<file path="src/rtl/dmaseq_pkg.sv">
package dmaseq_pkg;

    typedef enum logic [2:0] {
        ST_IDLE,
        ST_ARMED,
        ST_BEAT,
        ST_CMPL,
        ST_ABORT
    } seq_state_e;

    localparam logic [2:0] MODE_SW_BLOCK  = 3'd0;
    localparam logic [2:0] MODE_SW_BURST  = 3'd1;
    localparam logic [2:0] MODE_HW_DEMAND = 3'd2;
    localparam logic [2:0] MODE_HW_BLOCK  = 3'd3;
    localparam logic [2:0] MODE_HW_BURST  = 3'd4;

    typedef struct packed {
        logic [1:0] width;
        logic [2:0] mode;
        logic       src_fix;
        logic       dst_fix;
        logic       src_rl;
        logic       dst_rl;
        logic       done_en;
        logic       err_en;
    } chan_cfg_t;

    function automatic logic [2:0] step_bytes(input logic [1:0] w);
        unique case (w)
            2'd0:    return 3'd1;
            2'd1:    return 3'd2;
            default: return 3'd4;
        endcase
    endfunction

endpackage

</file>
<file path="src/rtl/dmaseq_beat_counter.sv">
module dmaseq_beat_counter #(
    parameter int BLK_W  = 4,
    parameter int XFER_W = 16
) (
    input  logic              clk,
    input  logic              rst_n,
    input  logic              load,
    input  logic [BLK_W-1:0]  blk_init,
    input  logic [XFER_W-1:0] xfer_init,
    input  logic              step,
    output logic              blk_last,
    output logic              all_last
);

    logic [BLK_W-1:0]  blk_q;
    logic [BLK_W-1:0]  blk_rl_q;
    logic [XFER_W-1:0] xfer_q;

    always_ff @(posedge clk or negedge rst_n) begin
        if (!rst_n) begin
            blk_q    <= '0;
            blk_rl_q <= '0;
            xfer_q   <= '0;
        end else if (load) begin
            blk_q    <= blk_init;
            blk_rl_q <= blk_init;
            xfer_q   <= xfer_init;
        end else if (step) begin
            if (blk_q == '0) begin
                blk_q <= blk_rl_q;
                if (xfer_q != '0) begin
                    xfer_q <= xfer_q - 1'b1;
                end
            end else begin
                blk_q <= blk_q - 1'b1;
            end
        end
    end

    assign blk_last = (blk_q == '0);
    assign all_last = blk_last && (xfer_q == '0);

endmodule

</file>
<file path="src/rtl/dmaseq_addr_unit.sv">
module dmaseq_addr_unit #(
    parameter int AW = 32
) (
    input  logic          clk,
    input  logic          rst_n,
    input  logic          load,
    input  logic [AW-1:0] init,
    input  logic          step,
    input  logic          fix,
    input  logic          restore,
    input  logic [2:0]    incr,
    output logic [AW-1:0] cur
);

    logic [AW-1:0] cur_q;
    logic [AW-1:0] base_q;

    always_ff @(posedge clk or negedge rst_n) begin
        if (!rst_n) begin
            cur_q  <= '0;
            base_q <= '0;
        end else if (load) begin
            cur_q  <= init;
            base_q <= init;
        end else if (restore) begin
            cur_q <= base_q;
        end else if (step && !fix) begin
            cur_q <= cur_q + AW'(incr);
        end
    end

    assign cur = cur_q;

endmodule

</file>
<file path="src/rtl/dma_chan_seq.sv">
module dma_chan_seq
    import dmaseq_pkg::*;
#(
    parameter int AW     = 32,
    parameter int BLK_W  = 4,
    parameter int XFER_W = 16
) (
    input  logic              clk,
    input  logic              rst_n,
    input  logic [AW-1:0]     cfg_src_addr,
    input  logic [AW-1:0]     cfg_dst_addr,
    input  logic [1:0]        cfg_width,
    input  logic [BLK_W-1:0]  cfg_blk_m1,
    input  logic [XFER_W-1:0] cfg_xfer_m1,
    input  logic              cfg_src_fix,
    input  logic              cfg_dst_fix,
    input  logic              cfg_src_reload,
    input  logic              cfg_dst_reload,
    input  logic [2:0]        cfg_mode,
    input  logic              cfg_done_en,
    input  logic              cfg_err_en,
    input  logic              start,
    input  logic              sw_trig,
    input  logic              hw_req,
    input  logic              force_stop,
    output logic              mem_req,
    output logic [AW-1:0]     mem_src,
    output logic [AW-1:0]     mem_dst,
    output logic [1:0]        mem_size,
    input  logic              mem_ack,
    input  logic              mem_err,
    output logic              busy,
    output logic              done_flag,
    output logic              err_flag
);

    localparam int NUM_PTR = 2;

    seq_state_e state_q, state_d;
    chan_cfg_t  cfg_q;

    logic       load;
    logic       beat_step;
    logic       restore_pulse;
    logic       blk_last;
    logic       all_last;
    logic       is_hw;
    logic       is_block;
    logic       is_demand;
    logic       trig;
    logic [2:0] incr;

    // Mode decode; unused codes fall back to software block
    always_comb begin
        is_hw     = 1'b0;
        is_block  = 1'b0;
        is_demand = 1'b0;
        unique case (cfg_q.mode)
            MODE_SW_BURST:  ;
            MODE_HW_DEMAND: begin is_hw = 1'b1; is_demand = 1'b1; end
            MODE_HW_BLOCK:  begin is_hw = 1'b1; is_block  = 1'b1; end
            MODE_HW_BURST:  is_hw = 1'b1;
            default:        is_block = 1'b1;
        endcase
    end

    assign trig = is_hw ? hw_req : sw_trig;
    assign incr = step_bytes(cfg_q.width);

    // State register
    always_ff @(posedge clk or negedge rst_n) begin
        if (!rst_n) begin
            state_q <= ST_IDLE;
        end else begin
            state_q <= state_d;
        end
    end

    // Next-state logic
    always_comb begin
        state_d = state_q;
        unique case (state_q)
            ST_IDLE: begin
                if (start) state_d = ST_ARMED;
            end
            ST_ARMED: begin
                if (force_stop)  state_d = ST_ABORT;
                else if (trig)   state_d = ST_BEAT;
            end
            ST_BEAT: begin
                if (force_stop || mem_err) begin
                    state_d = ST_ABORT;
                end else if (mem_ack) begin
                    if (all_last)                   state_d = ST_CMPL;
                    else if (blk_last && is_block)  state_d = ST_ARMED;
                    else if (is_demand && !hw_req)  state_d = ST_ARMED;
                    else                            state_d = ST_BEAT;
                end
            end
            ST_CMPL:  state_d = ST_IDLE;
            ST_ABORT: state_d = ST_IDLE;
            default:  state_d = ST_IDLE;
        endcase
    end

    // Outputs and datapath strobes
    always_comb begin
        mem_req       = (state_q == ST_BEAT);
        busy          = (state_q != ST_IDLE);
        load          = (state_q == ST_IDLE) && start;
        beat_step     = (state_q == ST_BEAT) && mem_ack && !mem_err && !force_stop;
        restore_pulse = (state_q == ST_CMPL);
        mem_size      = cfg_q.width;
    end

    // Latched configuration
    always_ff @(posedge clk or negedge rst_n) begin
        if (!rst_n) begin
            cfg_q <= '0;
        end else if (load) begin
            cfg_q.width   <= (cfg_width == 2'd3) ? 2'd2 : cfg_width;
            cfg_q.mode    <= cfg_mode;
            cfg_q.src_fix <= cfg_src_fix;
            cfg_q.dst_fix <= cfg_dst_fix;
            cfg_q.src_rl  <= cfg_src_reload;
            cfg_q.dst_rl  <= cfg_dst_reload;
            cfg_q.done_en <= cfg_done_en;
            cfg_q.err_en  <= cfg_err_en;
        end
    end

    // Completion flags
    always_ff @(posedge clk or negedge rst_n) begin
        if (!rst_n) begin
            done_flag <= 1'b0;
            err_flag  <= 1'b0;
        end else if (load) begin
            done_flag <= 1'b0;
            err_flag  <= 1'b0;
        end else begin
            if (state_q == ST_CMPL && cfg_q.done_en)  done_flag <= 1'b1;
            if (state_q == ST_ABORT && cfg_q.err_en)  err_flag  <= 1'b1;
        end
    end

    dmaseq_beat_counter #(
        .BLK_W  (BLK_W),
        .XFER_W (XFER_W)
    ) cnt_i (
        .clk       (clk),
        .rst_n     (rst_n),
        .load      (load),
        .blk_init  (cfg_blk_m1),
        .xfer_init (cfg_xfer_m1),
        .step      (beat_step),
        .blk_last  (blk_last),
        .all_last  (all_last)
    );

    logic [AW-1:0] ptr_init [NUM_PTR];
    logic [AW-1:0] ptr_cur  [NUM_PTR];
    logic          ptr_fix  [NUM_PTR];
    logic          ptr_rl   [NUM_PTR];

    assign ptr_init[0] = cfg_src_addr;
    assign ptr_init[1] = cfg_dst_addr;
    assign ptr_fix[0]  = cfg_q.src_fix;
    assign ptr_fix[1]  = cfg_q.dst_fix;
    assign ptr_rl[0]   = cfg_q.src_rl;
    assign ptr_rl[1]   = cfg_q.dst_rl;

    for (genvar g = 0; g < NUM_PTR; g++) begin : g_ptr
        dmaseq_addr_unit #(
            .AW (AW)
        ) addr_i (
            .clk     (clk),
            .rst_n   (rst_n),
            .load    (load),
            .init    (ptr_init[g]),
            .step    (beat_step),
            .fix     (ptr_fix[g]),
            .restore (restore_pulse && ptr_rl[g]),
            .incr    (incr),
            .cur     (ptr_cur[g])
        );
    end

    assign mem_src = ptr_cur[0];
    assign mem_dst = ptr_cur[1];

endmodule

</file>
<file path="config.mk">
export PLATFORM = sky130hd
export DESIGN_NAME = dma_chan_seq
export DESIGN_NICKNAME = d
export VERILOG_FILES = /design/src/rtl/dmaseq_pkg.sv /design/src/rtl/dmaseq_beat_counter.sv /design/src/rtl/dmaseq_addr_unit.sv /design/src/rtl/dma_chan_seq.sv
export SDC_FILE = /design/constraint.sdc
export NUM_CORES = 1
export LEC_CHECK = 0
export BUFFER_PORTS_ARGS = -buffer_cell sky130_fd_sc_hd__buf_2
export CAP_MARGIN = 20
export CORE_MARGIN = 2
export CORE_UTILIZATION = 51
export DETAILED_ROUTE_END_ITERATION = 7
export HOLD_SLACK_MARGIN = 0.1
export PLACE_DENSITY = 0.77
export SYNTH_ARGS = -nofsm -noshare
export SYNTH_HDL_FRONTEND = slang
export SYNTH_SLANG_ARGS = --single-unit
</file>
<file path="constraint.sdc">
create_clock -name clk -period 2.9 [get_ports clk]
set_clock_uncertainty 0.2 [all_clocks]
set_input_delay 0 -clock clk [delete_from_list [all_inputs] [get_ports clk]]
set_output_delay 0 -clock clk [all_outputs]
set_load 0.05 [all_outputs]
</file>
Yosys cells after proc, flatten, opt, wreduce, memory -nomap -nowiden
Index checks and enable logic that the tools add are counted.
Storage, ports and cells
  input port bits: 103
  bits in registers: 168
  output and inout port bits: 70
  logic and storage cells: 103
Operators by class
  reduce and logical (&&, ||, !) cells: 36
  $add $sub $neg: 4
  muxes and demuxes: 32
  eq/ne operators: 13
Operator list (number)
  2-to-1 mux 32 bit: 6
  adder 32 x 3 -> 32 bit: 2
  2-to-1 mux 16 bit: 4
  logical NOT 16 bit: 1
  nonzero test 16 bit: 1
  subtractor 16 x 1 -> 16 bit (second input constant): 1
  2-to-1 mux 3 bit: 5
  logical AND 1 bit: 13
  == test 3 x 2 -> 1 bit (second input constant): 4
  2-to-1 mux 4 bit: 3
  nonzero test 2 bit: 5
  case mux 3 bit (3 select lines): 1
  nonzero test 3 bit: 3
  2-to-1 mux 1 bit: 8
  2-to-1 mux 2 bit: 4
  == test 3 x 1 -> 1 bit (second input constant): 2
  == test 3 bit (second input constant): 2
  case mux 3 bit (2 select lines): 1
  AND reduction 3 bit: 2
  OR reduction 3 bit: 2
  logical NOT 1 bit: 5
  logical NOT 4 bit: 1
  subtractor 4 x 1 -> 4 bit (second input constant): 1
  logical NOT 3 bit: 1
  other kinds (7): 7

Logic depth before layout (Yosys ltp)
Gate-level depths: netlist of run 1.
  depth after elaboration: 9
  mapped depth: 10
  gate-level depth less buffers: 8

Modules after synthesis
A second synthesis of run 1 with hierarchy kept.
Unflattened totals
  cell total of the unflattened synthesis: 977
  area, all modules: 9397.8 µm²
Modules (own cells, without submodules)
  dmaseq_addr_unit at g_ptr[0].addr_i: times used 1, cells an instance 365, seq. area each 1601.5 µm², area each 3588.4 µm²
  dmaseq_addr_unit at g_ptr[1].addr_i: times used 1, cells an instance 377, seq. area each 1601.5 µm², area each 3550.9 µm²
  dmaseq_beat_counter: times used 1, cells an instance 154, seq. area each 600.6 µm², area each 1417.6 µm²
  dma_chan_seq: times used 1, cells an instance 81, seq. area each 400.4 µm², area each 840.8 µm²

Worst setup path after synthesis of run 1
OpenSTA, ideal clock, no wires.
  kind: register to register
  start point: register cfg_q, in the netlist mem_size[1]
  end point: register g_ptr[0].addr_i.cur_q[28]
  data arrival time: 2.496 ns
  cell stages (with the launch flop): 11
  library setup time: 0.066 ns
  setup slack: 0.138 ns
  clock period less this slack: 2.762 ns
  cell sequence: dfrtp_1 -> buf_2 -> nor2_1 -> ha_1 -> ha_1 -> a21oi_1 -> or2_2 -> clkbuf_1 -> or4_1 -> a31oi_1 -> o22a_1
On the way
  word-level cells in the longest chain between the ends: 6
  elaborated cells on any way between the ends: 7
  classes of those cells: add/sub (1); eq/ne (1); mux (4); reduce/logical (1)
RTL lines
  start, declared: RTL line dma_chan_seq.sv:40  | chan_cfg_t cfg_q;
  == test 2 x 1 -> 1 bit or logical NOT 2 bit (tied branches): RTL line dmaseq_pkg.sv:29  | unique case (w)
  case mux 3 bit (2 select lines) *: RTL line dmaseq_pkg.sv:29
  adder 32 x 3 -> 32 bit *: RTL line dmaseq_addr_unit.sv:28  | cur_q <= cur_q + AW'(incr);
  2-to-1 mux 32 bit *: RTL line dmaseq_addr_unit.sv:27  | end else if (step && !fix) begin
  2-to-1 mux 32 bit *: RTL line dmaseq_addr_unit.sv:25  | end else if (restore) begin
  2-to-1 mux 32 bit *: RTL line dmaseq_addr_unit.sv:22  | end else if (load) begin
  end signal, assigned: RTL line dmaseq_addr_unit.sv:23  | cur_q <= init;
  end signal, assigned: RTL line dmaseq_addr_unit.sv:26  | cur_q <= base_q;
  end signal, assigned: RTL line dmaseq_addr_unit.sv:28
  end, declared: RTL line dmaseq_addr_unit.sv:15  | logic [AW-1:0] cur_q;
Mark *: on every way between the ends. The rest lies on a longest branch, timed or not. The select of a mux whose other input is x is not followed.
A chain may end at the register's enable or synchronous reset.

Final worst setup path of run 1
  start point: register state_q[1]
  end point: register cnt_i.blk_q[3]
On the way
  word-level cells in the longest chain between the ends: 5
  elaborated cells on any way between the ends: 8
  classes of those cells: eq/ne (1); mux (1); reduce/logical (6)
RTL lines
  start, declared: RTL line dma_chan_seq.sv:39  | seq_state_e state_q, state_d;
  start signal, assigned: RTL line dma_chan_seq.sv:75  | state_q <= state_d;
  == test 3 x 2 -> 1 bit: RTL line dma_chan_seq.sv:111  | beat_step = (state_q == ST_BEAT) && mem_ack && !mem_err && !force_stop;
  logical AND 1 bit (3 in series): RTL line dma_chan_seq.sv:111
  nonzero test 2 bit (no line)
  end signal, assigned: RTL line dmaseq_beat_counter.sv:25  | blk_q <= blk_init;
  end signal, assigned: RTL line dmaseq_beat_counter.sv:30  | blk_q <= blk_rl_q;
  end signal, assigned: RTL line dmaseq_beat_counter.sv:35  | blk_q <= blk_q - 1'b1;
  end, declared: RTL line dmaseq_beat_counter.sv:15  | logic [BLK_W-1:0] blk_q;
Parallel ways exist; a longest one is shown, timed or not.

==> summary.md, run 1 <==
| Metric | Value |
|---|---|
| Non-filler instance count after layout | 1633 |
| Max clock buf depth | 2 |
| Largest family of logic cells by synthesized area | simple AND/OR/NAND/NOR gates |
| Core ar. | 17800 um2 |
| IO Count | 173 |
| XOR/XNOR share of the synthesized area | 0.0190 |
| Leading area contributor after synthesis | dfrtp_1 |
| NetSw | 6.35 mW |
| Netlist cell types | 70 |
| Post-Synth Simple-Gate Area | 0.274 |
| Crit-path cells | or3b_1, inv_1, nand3_1, dlygate4sd3_1, nor4_1, a21oi_1, o21ai_0 |
| Worst ir drop on vdd | 0.000708 V |
| Postcts setup bufs | 0 |
| Synth Flop Type | dfrtp_1 |
| GRT Util Overall | 0.305 |
| Adder-Cell Fraction of Synth Area | 0.00951 |
| Gpl congestion | 0.881 |
| Worst Tran Pin Value | 1.00 ns |
| Placed Cells | 1474 |
| Hold Vio Cnt, Final | 0 |
| Yosys top cell area share | 0.457 |
| Final Routed Wirelength | 29.1 mm |
| Fin crit share | 0.953 |
| Crit-path slowest cell | dlygate4sd3_1 |
| Top-count cell post-synth | nand2_1 |
| Gr busiest metal | met2 |
| Vias/cell | 6.01 |
| Pre-antenna DRT Iters | 7 |
| Synth Cell Area | 9210 um2 |
| CP endpoint kind | register |
| Initial Utilization | 0.516 |
| Cell Area, Placed | 10500 um2 |
| Max transition margin | 0.331 |
| Post-Syn Nets | 1213 |
| PD cells | 1090 nW/um2 |
| Clock sink total | 168 |
| Synthesized area per cell | 8.35 um2 |
| Layout cells sized above 1 | 0.191 |
| Nets | 1500 |
| Worst-skew pair later-pin latency | 0.43 ns |
| Synthesized instance count | 1103 |
| Most frequent cells after synthesis | 304 x nand2_1, 168 x dfrtp_1, 79 x o21ai_0 |
| Avg WL per Cell | 17.8 um |
| Post-synthesis sequential area ratio | 0.457 |
| CTS root buf | clkbuf_16 |
| Minimum clock period | 2.76 ns |
| First-pass GRT wire length | 48.2 mm |
| Max Clk Rate | 362 MHz |
| Via count | 9818 |
| Combinational power share | 0.483 |
| Grt met3 use | 0.0565 |
| Register area | 4200 um2 |
| Flop pwr share | 0.338 |
| TNS Setup | 0 ns |
| M1 GR Usage | 0.398 |
| Final Slew Violations | 0 |
| Post-synthesis mux area share | 0.00911 |
| Clk network pwr share | 0.179 |
| CTS clock-pin slew for the worst setup and hold paths | 0.07 ns |
| H-tree lvl count | 4 |
| Hold Slack | 0.116 ns |
| CTS tree | built |
| CP startpoint kind | register |
| FP Rows | 49 |
| Grt met2 use | 0.496 |
| Top post-synthesis cells by area | dfrtp_1 46%, nand2_1 12%, o21ai_0 4.3% |
| FFs w/ async S/R, synth | 1.00 |
| DRC viols | 0 |
| Area of the multi-input gates | 4680 um2 |
| Hold Crit Class | input port to register |
| R2R Setup Slk | 0.14 ns |
| Slowest stage delay, CP | 0.69 ns |
| Post-synth EDFFs | 0 |
| Syn-to-layout area delta | 34.2% |
| Final HPWL DP | 18.5 mm |
| Worst path arrival time | 2.91 ns |
| Cell internal pwr | 7.08 mW |
| Die width | 138 um |
| Switching Fraction | 0.473 |
| Tot Pwr | 13.4 mW |
| Initial DRC Count | 817 |
| DIE AREA | 19100 um2 |
| Compound-cell area share of the yosys netlist | 0.195 |
| CTS Buf Count | 17 |
| Status | finished clean |
| I/O Buffers | 172 |
| Fill count | 1391 |
| Grt total ovfl | 0 |
| Final setup viols | 0 |
| CP Class | register to register |
| Die height | 138 um |
| Post-route cell area | 12400 um2 |
| Critical Path Fanout Max | 7 |
| Vias in the first global route | 9779 |
| DRT antenna net count | 0 |
| Leak | 5.75 nW |
| Pin count of the biggest net entering global routing | 78 |
| Total of max-cap violations | 0 |
| Initial antenna violation count | 0 |
| Synth warn | 0 |
| Worst EP required | 3.05 ns |
| FF+latch count, synth | 168 |
| RSZ-0062 raised after global routing | no |
==> power by group through the flow <==
stage | logic [mW] | clock network (mW) | registers [mW]
after floorplan | 3.19 | 0 | 5.65
after global placement | 6.02 | 0 | 4.50
after detailed placement | 6.15 | 0 | 4.51
after CTS | 6.41 | 2.42 | 4.49
after global routing | 7.07 | 2.52 | 4.70
final | 6.49 | 2.40 | 4.54
==> final timing paths <==
check | start | to | depth (start not counted)
max in group asynchronous | rst_n | g_ptr[1].addr_i.base_q[19] | 4
setup reg to reg | state_q[1] | cnt_i.blk_q[3] | 7
hold reg to reg | g_ptr[1].addr_i.base_q[24] | g_ptr[1].addr_i.base_q[24] | 2
min in group asynchronous | rst_n | g_ptr[0].addr_i.base_q[11] | 4
hold / removal | cfg_src_addr[13] | g_ptr[0].addr_i.base_q[13] | 4
setup / recovery | state_q[1] | cnt_i.blk_q[3] | 7
==> registers in the layout, summed over array words and instances (netlist names) <==
register / flops
cfg_q: 9
cnt_i.blk_rl_q: 4
err_flag: 1
cnt_i.blk_q: 4
g_ptr.addr_i.base_q: 64
cnt_i.xfer_q: 16
mem_size: 2
state_q: 3
done_flag: 1
g_ptr.addr_i.cur: 64
==> metrics by stage <==
step	util	setup slack [ns]
3_3_place_gp	0.586	0.285
6_report	0.692	0.136
2_1_floorplan	-	0.138
3_5_place_dp	0.586	0.216
5_1_grt	0.692	0.0273
4_1_cts	0.692	0.180
==> cells in the final DEF, fill, tap and decap left out, types with 4 or more instances in the layout <==
cell / netlist / routed
o21ai_0: 79 / 79
o22ai_1: 13 / 13
dfrtp_1: 168 / 168
inv_6: 0 / 4
a311oi_1: 5 / 5
and4_1: 10 / 10
mux2i_1: 5 / 5
o22a_1: 9 / 9
nor2_1: 47 / 47
clkbuf_16: 0 / 17
nor3_1: 31 / 31
xnor2_1: 15 / 15
buf_12: 0 / 4
nor4_1: 18 / 18
nand4b_1: 4 / 4
a221o_1: 5 / 5
o21a_1: 7 / 7
buf_4: 2 / 39
xor2_1: 5 / 5
nand4_1: 27 / 27
a31o_2: 6 / 6
buf_2: 7 / 171
nand2_1: 304 / 304
a21o_1: 7 / 7
a211o_1: 4 / 4
nand3_1: 28 / 28
a22oi_1: 6 / 6
dlygate4sd3_1: 0 / 125
or3_1: 11 / 11
o211ai_1: 14 / 14
inv_1: 12 / 12
and3_1: 17 / 17
nor3b_1: 5 / 5
a31oi_1: 25 / 25
or4_1: 8 / 8
ha_1: 7 / 7
a21oi_1: 51 / 51
a211oi_1: 15 / 15
==> metal layers <==
layer	wire length, um	up-vias
li1	-	4574
met1	12200	4723
met2	13900	441
met4	998	0
met3	1950	80
met5	0	-
==> cell type report <==
class | count | area share
Multi-Input combinational cell | 850 | 0.379
Sequential cell | 168 | 0.340
Timing Repair Buffer | 341 | 0.204
Clock buffer | 19 | 0.0367
Tap cell | 229 | 0.0232
Clock inverter | 13 | 0.0136
Inverter | 12 | 0.00365
Antenna cell | 1 | 0.000203
==> kinds of logic (layout without fill, tap and decap cells) <==
group,Yosys count,after routing
flops,168,168
xor+xnor,20,20
compound gates,278,278
simple gates,537,537
buf+inv,85,385
mux,8,8
other cells,0,1
fa+ha+maj,7,7
==> worst max-delay path: cells and delay by family, from the launching register on <==
family | cells | cell delay [ns]
AO/OA/AOI/OAI | 2 | 0.22
AND/OR/NAND/NOR | 3 | 0.99
flip-flops | 1 | 0.39
buffers and inverters | 2 | 0.89
==> repair_timing <==
action / 4_1_cts / 5_1_grt
setup endpoints to repair: 0 / 1
gates resized for setup: 0 / 1
hold buffers: 126 / 0
hold endpoints to repair: 336 / 0
Note: power is estimated with default switching activity, not from simulation.
==> run 2: changes to the inputs <==
==> constraint.sdc (replaced) <==
create_clock -name clk -period 2.3 [get_ports clk]
set_clock_uncertainty 0.2 [all_clocks]
set_input_delay 0 -clock clk [delete_from_list [all_inputs] [get_ports clk]]
set_output_delay 0 -clock clk [all_outputs]
set_load 0.05 [all_outputs]
==> summary.md, run 2 (synthesis gave the netlist of run 1 again) <==
| Metric | Value |
|---|---|
| Avg WL per Cell | 20.4 um (+15%) |
| IO Count | 173 (unchanged) |
| Critical path's most frequent cell | ha_2 |
| CTS root buf | clkbuf_16 |
| Hold Vio Cnt, Final | 0 (unchanged) |
| RSZ-0062 raised after global routing | yes |
| First-pass GRT wire length | 52.6 mm (+9.2%) |
| R2R Setup Slk | -0.25 ns (-0.39 ns) |
| Initial DRC Count | 1315 (+61%) |
| Worst ir drop on vdd | 0.000994 V (+40%) |
| Clock sink total | 168 (unchanged) |
| GRT Util Overall | 0.336 (+0.0306) |
| CTS Buf Count | 17 (unchanged) |
| Minimum clock period | 2.55 ns (-0.213 ns) |
| PD cells | 1410 nW/um2 (+30%) |
| Total of max-cap violations | 0 (unchanged) |
| FP Rows | 49 (unchanged) |
| Worst-skew pair later-pin latency | 0.44 ns (about the same) |
| Final Routed Wirelength | 35.6 mm (+22%) |
| H-tree lvl count | 4 (unchanged) |
| R2R depth | 10 (+3) |
| Final WS setup | -0.252 ns (-0.387 ns) |
| Critical Path Fanout Max | 5 (-2) |
| Failing checks | design-rule violations, negative setup slack |
| Initial Utilization | 0.516 (unchanged) |
| Worst hold endpoint | cnt_i.xfer_q[13] |
| Die height | 138 um (unchanged) |
| Post-place setup slack | -0.215 ns (-0.431 ns) |
| Final setup viols | 48 (+48) |
| Hold Slack | 0.105 ns (-0.0108 ns) |
| Most frequent cells in the layout | 300 x nand2_1, 171 x buf_2, 134 x dfrtp_1, 134 x buf_4, 116 x dlygate4sd3_1 |
| Status | finished, violations left |
| DRT antenna net count | 0 (unchanged) |
| Worst reg2reg endpoint | g_ptr[1].addr_i.cur[8] |
| CTS clock-pin slew for the worst setup and hold paths | 0.07 ns (about the same) |
| Vias/cell | 6.29 (+4.7%) |
| Final Slew Violations | 0 (unchanged) |
| Worst Tran Pin Value | 0.663 ns (-0.337 ns) |
| Vias in the first global route | 10401 (+6.4%) |
| I/O Buffers | 172 (unchanged) |
| Hold Crit Class | input port to register |
| Max clock buf depth | 2 (unchanged) |
| Max Clk Rate | 392 MHz (+8.3%) |
| Fill count | 1064 (-24%) |
| Leak | 6.48 nW (+13%) |
| Via count | 10970 (+12%) |
| CP endpoint kind | register |
| Most common cell after layout, fill and taps aside | nand2_1 |
| Nets | 1611 (+7.4%) |
| Tot Pwr | 19.8 mW (+47%) |
| Core ar. | 17800 um2 (unchanged) |
| Core Util, Final | 0.785 (+0.0930) |
| Hold path cells | 4 (unchanged) |
| CP startpoint kind | register |
| Max transition margin | 0.558 (+0.227) |
| CP Class | register to register |
| Slowest stage delay, CP | 0.46 ns (-0.23 ns) |
| Worst EP required | 2.40 ns (-0.65 ns) |
| Syn-to-layout area delta | 52.2% |
| Grt total ovfl | 0 (unchanged) |
| Hold Startpoint | cfg_xfer_m1[13] |
| Non-filler instance count after layout | 1743 (+6.7%) |
| CTS tree | built |
| Initial antenna violation count | 0 (unchanged) |
| ANT cells | 0 (-1) |
| Fin crit share | 1.11 (+0.156) |
| DIE AREA | 19100 um2 (unchanged) |
| Crit-path slowest cell | dfrtp_2 |
| Placed Cells | 1558 (+5.7%) |
| Final HPWL DP | 20.3 mm (+9.7%) |
| Pre-antenna DRT Iters | 8 (+1) |
| Pin count of the biggest net entering global routing | 75 (-3.8%) |
| Worst path arrival time | 2.66 ns (-0.25 ns) |
| DRC viols | 9 (+9) |
| Die width | 138 um (unchanged) |
| Gpl congestion | 0.916 (+4.0%) |
| Crit-path cells | nor2_4, ha_2, ha_2, buf_6, a21oi_4, buf_4, nor3_2, a21oi_1, o21ai_0, nand4_1 |
| Layout cells sized above 1 | 0.339 (+0.148) |
| Reg2reg start | mem_size[0] |
==> run 2: worst max path at each step <==
stage / to / cells past startpoint / start / slack, ns
floorplan: g_ptr[0].addr_i.cur[28] / 10 / mem_size[1] / -0.27
global placement: g_ptr[0].addr_i.cur[29] / 10 / mem_size[0] / -0.16
detailed placement: g_ptr[1].addr_i.cur[12] / 9 / mem_size[1] / -0.22
CTS: g_ptr[0].addr_i.cur[28] / 8 / mem_size[1] / -0.09
global route: g_ptr[1].addr_i.cur[8] / 10 / mem_size[0] / -0.33
finish: g_ptr[1].addr_i.cur[8] / 10 / mem_size[0] / -0.25
==> run 2: worst max-delay path: cells and delay by family (launching register included) <==
family	cells	cell delay, ns
and+or+nand+nor	3	0.54
buffers and inverters	2	0.28
AOI/OAI and AO/OA	3	0.46
adders and majority gates	2	0.47
DFF	1	0.46
==> run 2: per-layer routing <==
metal	up-vias	part of all wire	GRT usage
met4	0	0.048	0.153
met3	191	0.098	0.0665
met1	5177	0.38	0.438
met2	806	0.47	0.545
li1	4796	-	-
met5	-	0	0
==> run 2: final cells by class <==
cell class	count	area, um2	area share
Clock buffer	20	457	0.0326
Clock inverter	12	140	0.0100
Inverter	12	48.8	0.00348
Multi-Input combinational cell	850	5360	0.382
Sequential cell	168	4250	0.303
Tap cell	229	287	0.0204
Timing Repair Buffer	452	3480	0.248
==> run 2: stage by stage <==
step | TNS (ns) | cell area [um2]
global route | -8.71 | 14000
floorplan | -2.12 | 9440
detailed placement | -5.12 | 11300
CTS | -0.765 | 13300
finish | -4.51 | 14000
global placement | -2.14 | 11300
==> run 2: where the power goes <==
group          switching, mW  internal (mW)  total (mW)  leakage (nW)
logic                   6.92           4.23        11.2          4.16
registers               1.29           4.39        5.67          2.04
clock network           1.30           1.67        2.98         0.284
total                   9.51           10.3        19.8          6.48
==> run 2: what timing repair did <==
action | 4_1_cts | 5_1_grt
hold buffers | 116 | 0
gates cloned | 0 | 3
buffers inserted | 8 | 27
pin swaps | 13 | 44
gates resized for setup | 42 | 94
endpoints found under the hold margin | 336 | 0
setup endpoints to repair | 67 | 79
==> run 3: changes to the inputs <==
--- a/config.mk
+++ b/config.mk
@@ -12,6 +12,7 @@
 export DETAILED_ROUTE_END_ITERATION = 7
 export HOLD_SLACK_MARGIN = 0.1
 export PLACE_DENSITY = 0.77
+export RECOVER_POWER = 50
 export SYNTH_ARGS = -nofsm -noshare
 export SYNTH_HDL_FRONTEND = slang
 export SYNTH_SLANG_ARGS = --single-unit
==> summary.md, run 3 (synthesis gave the netlist of run 1 again) <==
| Metric | Value |
|---|---|
| Status | finished, violations left |
| Failing checks | negative setup slack |
| CP endpoint kind | register |
| DIE AREA | 19100 um2 (unchanged) |
| Minimum clock period | 2.54 ns (-0.0134 ns) |
| CTS tree | built |
| Max Clk Rate | 394 MHz (+0.53%) |
| Most frequent cells in the layout | 300 x nand2_1, 134 x dfrtp_1, 134 x buf_4 |
| Placed Cells | 1558 (unchanged) |
| PD cells | 1410 nW/um2 (-0.11%) |
| Worst ir drop on vdd | 0.000971 V (-2.3%) |
| CTS root buf | clkbuf_16 |
| CTS Buf Count | 17 (unchanged) |
| I/O Buffers | 172 (unchanged) |
| FP Rows | 49 (unchanged) |
| Final WS setup | -0.238 ns (+0.0134 ns) |
| Vias/cell | 6.29 (-0.14%) |
| Syn-to-layout area delta | 51.3% |
| RSZ-0062 raised after global routing | yes |
| Core ar. | 17800 um2 (unchanged) |
| CTS clock-pin slew for the worst setup and hold paths | 0.07 ns (about the same) |
| Pin count of the biggest net entering global routing | 75 (unchanged) |
| Die width | 138 um (unchanged) |
| Initial DRC Count | 1256 (-4.5%) |
| Clock sink total | 168 (unchanged) |
| Max clock buf depth | 2 (unchanged) |
| Critical Path Fanout Max | 4 (-1) |
| Layout cells sized above 1 | 0.297 (-0.0416) |
| Crit-path slowest cell | or4_1 |
| Worst path arrival time | 2.71 ns (+0.05 ns) |
| Max transition margin | 0.338 (-0.220) |
| Initial Utilization | 0.516 (unchanged) |
| Final HPWL DP | 20.3 mm (unchanged) |
| DRT antenna net count | 0 (unchanged) |
| GRT Util Overall | 0.336 (unchanged) |
| Worst Tran Pin Value | 0.992 ns (+0.330 ns) |
| Final Routed Wirelength | 35.6 mm (-0.19%) |
| Crit-path cells | nor2_4, ha_2, buf_4, a31oi_2, a21o_1, or4_1, o211ai_1, a22o_1 |
| Initial antenna violation count | 0 (unchanged) |
| ANT cells | 0 (unchanged) |
| Worst EP required | 2.47 ns (+0.07 ns) |
| Hold Vio Cnt, Final | 0 (unchanged) |
| Fill count | 1109 (+4.2%) |
| Pre-antenna DRT Iters | 6 (-2) |
| Nets | 1611 (unchanged) |
| Most common cell after layout, fill and taps aside | nand2_1 |
| First-pass GRT wire length | 52.6 mm (unchanged) |
| Final Slew Violations | 0 (unchanged) |
| Slowest stage delay, CP | 0.55 ns (+0.09 ns) |
| Fin crit share | 1.10 (-0.00583) |
| Die height | 138 um (unchanged) |
| TNS Setup | -4.27 ns (+0.236 ns) |
| Via count | 10955 (-0.14%) |
| Final setup viols | 52 (+8.3%) |
| CP startpoint kind | register |
| H-tree lvl count | 4 (unchanged) |
| Non-filler instance count after layout | 1743 (unchanged) |
| Worst-skew pair later-pin latency | 0.44 ns (about the same) |
| Avg WL per Cell | 20.4 um (-0.19%) |
| IO Count | 173 (unchanged) |
| Grt total ovfl | 0 (unchanged) |
| Gpl congestion | 0.916 (unchanged) |
| Hold Crit Class | input port to register |
| DRC viols | 0 (-9) |
| Total of max-cap violations | 0 (unchanged) |
| Leak | 6.27 nW (-3.3%) |
| Vias in the first global route | 10401 (unchanged) |
| CP Class | register to register |
run 3: final cells by class:
cell class,instances,area [um2],share of cell area
Inverter,12,48.8,0.00350
Clock buffer,20,457,0.0328
Tap cell,229,287,0.0206
Timing Repair Buffer,452,3390,0.244
Multi-Input combinational cell,850,5360,0.385
Sequential cell,168,4250,0.305
Clock inverter,12,140,0.0101
run 3: per-layer routing:
layer | part of all wire | global-route usage | vias up
met3 | 0.098 | 0.0665 | 193
met4 | 0.048 | 0.153 | 0
met5 | 0 | 0 | -
met1 | 0.38 | 0.438 | 5155
met2 | 0.48 | 0.545 | 801
li1 | - | - | 4806
run 3: critical path: cells and delay by family (launching register included):
family	cells	cell delay (ns)
compound gates	4	0.75
simple gates	2	0.69
flops	1	0.46
fa+ha+maj	1	0.23
buf+inv	1	0.14
run 3: power breakdown:
group,leakage [nW],switching (mW),internal (mW)
Sequential,2.04,1.30,4.39
Combinational,3.95,6.91,4.09
Clock,0.284,1.30,1.67
Total,6.27,9.51,10.2
run 3: through the flow:
stage	hold slack [ns]	instance area, um2	setup WS, ns	utilization	power (mW)
after floorplan	-0.496	9440	-0.267	-	11.4
after global placement	-0.158	11300	-0.159	0.635	14.4
after detailed placement	-0.150	11300	-0.215	0.635	14.7
after CTS	0.102	13300	-0.0920	0.747	18.2
after global routing	0.123	13900	-0.332	0.781	20.6
final	0.104	13900	-0.238	0.781	19.7
run 3: what timing repair did:
action / 4_1_cts / 5_1_grt
setup endpoints to repair: 67 / 79
pin swaps: 13 / 44
setup buffers: 8 / 27
gates resized for setup: 42 / 94
gates cloned: 0 / 3
endpoints found under the hold margin: 336 / 0
hold buffers: 116 / 0
run 3: path summary, 6_finish.rpt:
check                      slack [ns]                       from                   endpoint  depth (start not counted)
max in group asynchronous        0.44                      rst_n    g_ptr[0].addr_i.cur[14]                          4
min in group asynchronous        0.63                      rst_n                   cfg_q[6]                          3
setup reg to reg                -0.24                mem_size[0]     g_ptr[1].addr_i.cur[7]                          8
hold / removal                   0.10            cfg_xfer_m1[13]           cnt_i.xfer_q[13]                          4
hold reg to reg                  0.27  g_ptr[0].addr_i.base_q[8]  g_ptr[0].addr_i.base_q[8]                          2
setup / recovery                -0.24                mem_size[0]     g_ptr[1].addr_i.cur[7]                          8
